## config.mk

```make
export PLATFORM = sky130hd
export DESIGN_NAME = fifo_axis_splitter
export DESIGN_NICKNAME = d
export VERILOG_FILES = /design/src/rtl/fax_pkg.sv /design/src/rtl/fax_lane_slot.sv /design/src/rtl/fax_ovf_track.sv /design/src/rtl/fifo_axis_splitter.sv
export SDC_FILE = /design/constraint.sdc
export NUM_CORES = 1
export LEC_CHECK = 0
export CAP_MARGIN = 10
export CELL_PAD_IN_SITES_DETAIL_PLACEMENT = 1
export CELL_PAD_IN_SITES_GLOBAL_PLACEMENT = 2
export CORE_MARGIN = 2
export CORE_UTILIZATION = 39
export CTS_CLUSTER_SIZE = 20
export DETAILED_ROUTE_END_ITERATION = 10
export DONT_BUFFER_PORTS = 1
export PLACE_DENSITY_LB_ADDON = 0.1
export SLEW_MARGIN = 40
export SYNTH_ARGS = -nofsm -noshare
export SYNTH_HDL_FRONTEND = slang
export SYNTH_SLANG_ARGS = --single-unit
```

## constraint.sdc

```tcl
create_clock -name clk -period 1.3 [get_ports clk]
set_input_delay 0.065 -clock clk [delete_from_list [all_inputs] [get_ports clk]]
set_output_delay 0.065 -clock clk [all_outputs]
set_load 0.005 [all_outputs]
```

## src/rtl/fax_pkg.sv

```systemverilog
package fax_pkg;
  parameter int unsigned FAX_WORD_W = 64;
  parameter int unsigned FAX_LANES  = 2;

  function automatic int unsigned fax_lane_w(input int unsigned word_w, input int unsigned lanes);
    return word_w / lanes;
  endfunction
endpackage

```

## src/rtl/fax_lane_slot.sv

```systemverilog
module fax_lane_slot #(
  parameter int unsigned LANE_W = 32
) (
  input  logic              clk,
  input  logic              rst,
  input  logic              wr_en,
  input  logic [LANE_W-1:0] wr_slice,
  input  logic              wr_sync,
  input  logic              ready,
  output logic              valid,
  output logic [LANE_W-1:0] data,
  output logic              user,
  output logic              lost,
  output logic              ovf_pulse
);
  logic pending;
  logic take;

  assign pending = valid & ~ready;
  assign take    = wr_en & ~pending;
  assign lost    = wr_en & pending;

  always_ff @(posedge clk) begin
    if (rst) begin
      valid     <= 1'b0;
      user      <= 1'b0;
      ovf_pulse <= 1'b0;
    end else begin
      ovf_pulse <= lost;
      if (take) begin
        valid <= 1'b1;
        user  <= wr_sync;
      end else if (valid && ready) begin
        valid <= 1'b0;
      end
    end
  end

  always_ff @(posedge clk) begin
    if (take) data <= wr_slice;
  end
endmodule

```

## src/rtl/fax_ovf_track.sv

```systemverilog
module fax_ovf_track #(
  parameter int unsigned LANES = 2
) (
  input  logic             clk,
  input  logic             rst,
  input  logic [LANES-1:0] lost,
  input  logic             clear,
  output logic             sticky
);
  logic any_lost;
  assign any_lost = |lost;

  always_ff @(posedge clk) begin
    if (rst) sticky <= 1'b0;
    else     sticky <= (sticky & ~clear) | any_lost;
  end
endmodule

```

## src/rtl/fifo_axis_splitter.sv

```systemverilog
module fifo_axis_splitter
  import fax_pkg::*;
#(
  parameter int unsigned WORD_W = FAX_WORD_W,
  parameter int unsigned LANES  = FAX_LANES
) (
  input  logic              clk,
  input  logic              rst,
  input  logic              wr_en,
  input  logic [WORD_W-1:0] wr_data,
  input  logic              wr_sync,
  input  logic              ovf_clear,
  output logic [LANES-1:0]  m_tvalid,
  output logic [WORD_W-1:0] m_tdata,
  output logic [LANES-1:0]  m_tuser,
  input  logic [LANES-1:0]  m_tready,
  output logic [LANES-1:0]  ovf_lane,
  output logic              ovf_sticky
);
  localparam int unsigned LANE_W = fax_lane_w(WORD_W, LANES);

  logic [LANES-1:0] lane_lost;

  for (genvar g = 0; g < LANES; g++) begin : g_lane
    fax_lane_slot #(.LANE_W(LANE_W)) u_slot (
      .clk       (clk),
      .rst       (rst),
      .wr_en     (wr_en),
      .wr_slice  (wr_data[g*LANE_W +: LANE_W]),
      .wr_sync   (wr_sync),
      .ready     (m_tready[g]),
      .valid     (m_tvalid[g]),
      .data      (m_tdata[g*LANE_W +: LANE_W]),
      .user      (m_tuser[g]),
      .lost      (lane_lost[g]),
      .ovf_pulse (ovf_lane[g])
    );
  end

  fax_ovf_track #(.LANES(LANES)) u_track (
    .clk    (clk),
    .rst    (rst),
    .lost   (lane_lost),
    .clear  (ovf_clear),
    .sticky (ovf_sticky)
  );
endmodule

```

* After elaboration in Yosys (flattened, before gate mapping)
Index checks and enable logic that the tools add are counted.
** Cells by class
- Multiply operators :: 0
- Reductions and logical operators :: 5
- Divide/modulo/power cells :: 0
- Shift operators :: 0
- Bitwise gates (word level) :: 13
- Equality and inequality tests :: 0
- $lt $le $gt $ge :: 0
- Add/subtract/negate cells :: 0
- Mux-type cells :: 4
** Operators by type and width (number)
- 1-bit bitwise AND :: 7
- 1-bit NOT :: 5
- 1-bit two-way mux :: 4
- 2-bit nonzero test :: 2
- 1-bit logical AND :: 2
- 2-bit OR reduction :: 1
- 1-bit OR :: 1
** Storage, ports and cells
- Memory bits (writable) :: 0
- Bits in registers :: 71
- Memories kept :: 0
- Bits in read-only memories :: 0
- Latch bits :: 0

* Depth between registers and ports, before layout
Gate-level depths: netlist (run 1).
- Word-level depth :: 5
- Depth in mapped cells :: 3
- Mapped depth without buffers :: 3

* Modules after synthesis
A second synthesis (run 1) with hierarchy kept.
** Second synthesis, totals
- Cell total of the unflattened synthesis :: 92
- Area total of the unflattened synthesis :: 2237.1 sq um
** Modules (own cells, without submodules)
- fax_lane_slot :: area each 1101.1 sq um, cells an instance 44, instances 2
- fax_ovf_track :: area each 35.0 sq um, cells an instance 4, instances 1

* Worst setup path after synthesis (run 1)
No wires, ideal clock.
- Path kind :: register -> register
- Start point :: reg g_lane[0].u_slot.valid
- End point :: reg g_lane[0].u_slot.data[0] (enable)
- Required time :: 0.958 ns
- Period minus slack after synthesis :: 1.074 ns
- Cell stages (with the launch flop) :: 3
- Path slack :: 0.226 ns
- Arrival time :: 0.733 ns
- Cells stage by stage :: dfxtp_1 > nand2b_4 > and2_4
** Between the ends
- Cells in the longest elaborated chain, start to end :: 3
** RTL lines
- from (decl) :: line fax_lane_slot.sv:10 : output logic valid,
- from (signal assigned) :: line fax_lane_slot.sv:25 : valid <= 1'b0;
- from (signal assigned) :: line fax_lane_slot.sv:31 : valid <= 1'b1;
- from (signal assigned) :: line fax_lane_slot.sv:34 : valid <= 1'b0;
- 1-bit bitwise AND :: line fax_lane_slot.sv:19 : assign pending = valid & ~ready;
- 1-bit NOT :: line fax_lane_slot.sv:20 : assign take = wr_en & ~pending;
- 1-bit bitwise AND :: line fax_lane_slot.sv:20
- via g_lane[0].u_slot.take :: line fax_lane_slot.sv:17 : logic take;
- to (signal assigned) :: line fax_lane_slot.sv:40 : if (take) data <= wr_slice;
- to (decl) :: line fax_lane_slot.sv:11 : output logic [LANE_W-1:0] data,
The timed path passes the listed nets, and every way through them passes these cells.
A chain may end at the register's enable or synchronous reset.

* Final worst setup path (run 1)
- Start point :: reg g_lane[0].u_slot.valid
- End point :: reg g_lane[0].u_slot.data[28] (enable)
Same word-level chain as after synthesis.

==> results.json, run 1 <==
{
  "synthCells": 98,
  "critPathSlowestCell": "and2_4",
  "pwr-share-seq": 0.565,
  "ys_seq_area_frac": 0.916,
  "synth_mux_area_frac": 0.00889,
  "num_io_pins": 142,
  "leakagePower_nw": 1.14,
  "cts_setup_buffers": 0,
  "wirelength_mm": 5.17,
  "synth_compound_area_frac": 0.00444,
  "p_int_mw": 3.87,
  "synthSimpleGateAreaFrac": 0.0511,
  "drtAntennaViolNets": 0,
  "clock_path_buffers": 2,
  "hold_viol": 0,
  "powerDensity_mw_per_mm2": 1500,
  "coreArea_mm2": 0.00554,
  "synth-seq-cells": 71,
  "clk_pin_slew_ns": 0.07,
  "grt_pass1_wl_mm": 7.14,
  "cts-resized-gates": 0,
  "max_freq_mhz": 814,
  "path_delay_family": "simple AND/OR/NAND/NOR gates",
  "tns_ns": 0,
  "power_switching_mw": 0.952,
  "crit_path_start_kind": "flop",
  "yosysTopAreaCell": "edfxtp_1",
  "fp.dieH_um": 80.0,
  "p_sw_frac": 0.197,
  "syn-num-nets": 169,
  "end_kind": "flop",
  "dr.first_iter.drc_count": 59,
  "reg2reg_depth": 2,
  "gp_congestion": 0.605,
  "synth_area_leaders": "edfxtp_1 (85%), dfxtp_1 (6.2%), buf_4 (2.0%), nand2b_1 (1.4%), nand2b_4 (1.2%)",
  "finalCritPeriodShare": 0.946,
  "yosysTopAreaCellShare": 0.853,
  "io_buffer_count": 0,
  "cp.arrival_ns": 1.21,
  "rsz0062_at_grt": "false",
  "diodes": 0,
  "clockPowerShare": 0.381,
  "max-vdd-ir-drop_mv": 0.603,
  "crit_type": "reg -> reg",
  "place_area_mm2": 0.00230,
  "initial_core_util": 0.407,
  "antenna_found_initial": 0,
  "fp.dieW_um": 80.0,
  "drc": 0,
  "area_growth_pct": 42.4,
  "finalSetupViolCount": 0,
  "status": "completed",
  "worstReg2RegStart": "g_lane[0].u_slot.valid",
  "path_cells": "nand2b_4 -> and2_4",
  "fin_cells": 249,
  "rr_endpoint": "g_lane[0].u_slot.data[28]",
  "comb_power_share": 0.054,
  "syn_avg_cell_area_um2": 23.0,
  "cts_tree": "yes",
  "grt_use_total": 0.162,
  "clock_skew_ns": 0.00853,
  "finalMaxSlewViolations": 0,
  "grt_pass1_vias": 1241,
  "cts_root_buf": "clkbuf_8",
  "cp_max_fo": 33,
  "clkSinkCount": 71,
  "synth_warnings": 0,
  "grt_max_degree": 34,
  "insertion_delay_ns": 0.33,
  "synth_xor_xnor_area_share": 0,
  "rows": 27,
  "vias_per_cell": 4.50,
  "synth_top_family_by_area": "simple AND/OR/NAND/NOR gates",
  "wl_per_cell_um": 20.8,
  "slew_headroom": 0.709,
  "nets": 244,
  "synth_area_mm2": 0.00225,
  "dr.pass1.iters": 4,
  "synth_adder_area_share": 0,
  "dieArea_mm2": 0.00640,
  "cts_htree_levels": 3,
  "drive_gt1_frac": 0.113,
  "critical_path.startpoint": "g_lane[0].u_slot.valid",
  "slowest_delay_ns": 0.43,
  "hold_buffers": 70,
  "cp.depth": 2,
  "ff2ff_setup_slack_ns": 0.07,
  "cp-endpoint": "g_lane[0].u_slot.data[28]",
  "worstPathRequired_ns": 1.28,
  "grt-ovfl-total": 0,
  "critical_path.n_buffers_inverters": 0,
  "fin_crit_ns": 1.23,
  "synth_cell_types": 12,
  "route.vias.total": 1120,
  "cts_inserted_buffers": 9,
  "hp-class": "in -> reg",
  "worst_pin_slew_ns": 0.437,
  "finalPower_mw": 4.83,
  "dp.cells": 164,
  "max_cap_viol_count": 0,
  "final_cell_area_mm2": 0.00321
}
-- state kept, by name, indices dropped and copies added, names as in the netlist --
signal                   flops
g_lane.u_slot.user           2
g_lane.u_slot.valid          2
g_lane.u_slot.ovf_pulse      2
g_lane.u_slot.data          64
u_track.sticky               1
-- cell usage after synthesis, drive strengths merged --
| master | number |
|---|---|
| dfxtp | 7 |
| and2b | 2 |
| o21ai | 1 |
| edfxtp | 64 |
| and2 | 2 |
| nand2b | 7 |
| a21oi | 1 |
| buf | 6 |
| nor2 | 6 |
| mux2i | 2 |
-- power by group through the flow --
stage / Combinational (mW) / Sequential [mW] / Clock (mW)
floorplan: 0.0801 / 2.74 / 0
global placement: 0.0785 / 2.77 / 0
detailed placement: 0.0827 / 2.78 / 0
CTS: 0.257 / 2.72 / 1.89
global route: 0.284 / 2.74 / 1.98
finish: 0.260 / 2.73 / 1.84
-- worst min-delay path: stages --
cell	delay [ns]
and2b_1	0.17
nor2_1	0.08
nor2_1	0.04
-- layout make-up --
| class | instances | area, um^2 |
|---|---|---|
| Fill cell | 500 | 2330 |
| Sequential cell | 71 | 2060 |
| Timing Repair Buffer | 70 | 701 |
| Multi-Input combinational cell | 21 | 145 |
| Clock buffer | 9 | 124 |
| Tap cell | 72 | 90.1 |
| Clock inverter | 6 | 86.3 |
-- how the worst min path moves through the flow --
stage	start	end	cells after the start
after CTS	m_tready[0]	g_lane[0].u_slot.valid	3
final	m_tready[0]	g_lane[0].u_slot.valid	3
after global placement	rst	u_track.sticky	1
after global routing	m_tready[0]	g_lane[0].u_slot.valid	3
after floorplan	rst	u_track.sticky	1
after detailed placement	rst	u_track.sticky	1
-- cell usage in the layout, fill, tap and decap left out --
master | synthesis | layout
clkinvlp_4 | 0 | 1
clkinv_2 | 0 | 2
nand2b_4 | 2 | 2
and2b_1 | 1 | 1
dfxtp_1 | 7 | 7
dlygate4sd3_1 | 0 | 70
o21ai_1 | 1 | 1
a21oi_1 | 1 | 1
clkbuf_8 | 0 | 9
edfxtp_1 | 64 | 64
nor2_1 | 6 | 6
clkinv_4 | 0 | 1
and2b_2 | 1 | 1
mux2i_1 | 2 | 2
bufinv_16 | 0 | 2
nand2b_1 | 5 | 5
and2_4 | 2 | 2
-- cell families after synthesis --
group           Yosys count
flops                    71
simple gates             17
buf+inv                   6
compound gates            2
mux                       2
-- per-stage QoR --
step                      hold WS [ns]   util  worst slack, ns
final                           0.0789  0.579           0.0708
after global routing             0.111  0.579          0.00689
after CTS                       0.0536  0.579           0.0694
after detailed placement         0.142  0.415           0.0832
after global placement           0.135  0.415            0.117
after floorplan                  0.134      -            0.226
-- metal layers --
metal	part of all wire	GRT usage
met2	0.56	0.293
met1	0.36	0.171
met5	0	0
met4	0.018	0.0864
met3	0.065	0.0419
No activity file was read; power rests on OpenSTA's default activity.
==> run 2: changes to the inputs <==
--- a/config.mk
+++ b/config.mk
@@ -14,6 +14,7 @@
 export DETAILED_ROUTE_END_ITERATION = 10
 export DONT_BUFFER_PORTS = 1
 export PLACE_DENSITY_LB_ADDON = 0.1
+export REMOVE_ABC_BUFFERS = 1
 export SLEW_MARGIN = 40
 export SYNTH_ARGS = -nofsm -noshare
 export SYNTH_HDL_FRONTEND = slang
==> results.json, run 2 (same netlist as run 1, synthesis figures left out) <==
{
  "cts_htree_levels": 3,
  "drive_gt1_frac": 0.117,
  "ff2ff_setup_slack_ns": 0.19,
  "fillCellCount": 497,
  "slowest_delay_ns": 0.36,
  "path_cells": "nand2b_4 -> and2_4 -> buf_12",
  "slew_headroom": 0.845,
  "final_cell_mix": "dlygate4sd3_1 (70), edfxtp_1 (64), clkbuf_8 (9), dfxtp_1 (7), nor2_1 (6)",
  "status": "completed",
  "diodes": 0,
  "io_buffer_count": 0,
  "finalSetupViolCount": 0,
  "critPathSlowestCell": "dfxtp_1",
  "clock_skew_ns": 0.00648,
  "worstHoldStart": "m_tready[1]",
  "fp.dieH_um": 80.0,
  "multi_input_area_um2": 145,
  "num_io_pins": 142,
  "cts_tree": "yes",
  "regMostFlops": "g_lane.u_slot.data",
  "hold_viol": 0,
  "critical_path.n_buffers_inverters": 1,
  "drtAntennaViolNets": 0,
  "fin_cells": 252,
  "finalMaxSlewViolations": 0,
  "end_kind": "flop",
  "clock_path_buffers": 2,
  "grt_pass1_vias": 1278,
  "dr.pass1.iters": 3,
  "max_freq_mhz": 904,
  "antenna_found_initial": 0,
  "grt_use_total": 0.153,
  "powerDensity_mw_per_mm2": 1440,
  "wl_per_cell_um": 18.8,
  "leakagePower_nw": 1.15,
  "dr.first_iter.drc_count": 36,
  "hp-class": "in -> reg",
  "tns_ns": 0,
  "grt_pass1_wl_mm": 6.88,
  "cp_max_fo": 33,
  "cp.arrival_ns": 1.14,
  "rows": 27,
  "worstReg2RegStart": "g_lane[1].u_slot.valid",
  "clk_pin_slew_ns": 0.07,
  "initial_core_util": 0.407,
  "rsz0062_at_grt": "false",
  "vias_per_cell": 4.57,
  "fp.dieW_um": 80.0,
  "clkSinkCount": 71,
  "dp.cells": 166,
  "worstPathRequired_ns": 1.33,
  "max_cap_viol_count": 0,
  "regArea_mm2": 0.00206,
  "crit_path_start_kind": "flop",
  "finalCritPeriodShare": 0.851,
  "grt_max_degree": 34,
  "wirelength_mm": 4.74,
  "final_common_cell": "dlygate4sd3_1",
  "nets": 246,
  "dieArea_mm2": 0.00640,
  "fin_crit_ns": 1.11,
  "area_growth_pct": 43.2,
  "max-vdd-ir-drop_mv": 0.679,
  "worst_pin_slew_ns": 0.231,
  "cts_inserted_buffers": 9,
  "drc": 0,
  "route.vias.total": 1152,
  "gp_congestion": 0.625,
  "grt-ovfl-total": 0,
  "cts_root_buf": "clkbuf_8",
  "insertion_delay_ns": 0.33,
  "crit_type": "reg -> reg",
  "finalPower_mw": 4.63,
  "largest_register_ffs": 64,
  "critical_path.startpoint": "g_lane[1].u_slot.valid",
  "coreArea_mm2": 0.00554,
  "path_delay_family": "flip-flops"
}
==> run 2: cell count changes in the layout (fill, tap and decap cells not counted), sizes merged <==
cell    delta
buf        +2
bufinv     -1
clkinv     +2
==> run 2: through the flow <==
step                      utilization  setup WS [ns]  area (um^2)  hold WS, ns
final                           0.582          0.193         3230       0.0868
after CTS                       0.582          0.188         3230       0.0548
after floorplan                     -          0.210         2210        0.134
after global routing            0.582          0.147         3230        0.110
after detailed placement        0.422          0.203         2340        0.141
after global placement          0.422          0.227         2340        0.137
==> run 2: area by class of cell <==
type                            count  area share
Clock inverter                      7      0.0198
Sequential cell                    71       0.639
Clock buffer                        9      0.0384
Timing Repair Buffer               72       0.230
Multi-Input combinational cell     21      0.0450
Tap cell                           72      0.0279
==> run 2: repair_timing <==
item | CTS | global route
gates resized for setup | 0 | 0
hold buffers | 70 | 0
setup buffers | 0 | 0
endpoints found under the hold margin | 71 | 0
==> run 2: tightest hold or removal path: cells and delay by family <==
kind / cells / cell delay, ns
simple gates: 3 / 0.32
==> run 2: final timing paths <==
check | end | depth (start not counted)
setup / recovery | g_lane[1].u_slot.data[13] | 3
hold / removal | g_lane[1].u_slot.valid | 3
setup reg to reg | g_lane[1].u_slot.data[13] | 3
hold reg to reg | g_lane[1].u_slot.user | 2
==> run 2: per-layer routing <==
layer  global-route usage  vias up  wire (um)
li1                     -      515          -
met1                0.160      556       1650
met2                0.267       71       2690
met3               0.0577       10        322
met4               0.0763        0         75
met5                    0        -          0
==> run 2: report_power, final <==
group          internal (mW)  total (mW)  switching (mW)
registers               2.64        2.72          0.0763
clock network          0.869        1.64           0.769
logic                  0.178       0.277          0.0987
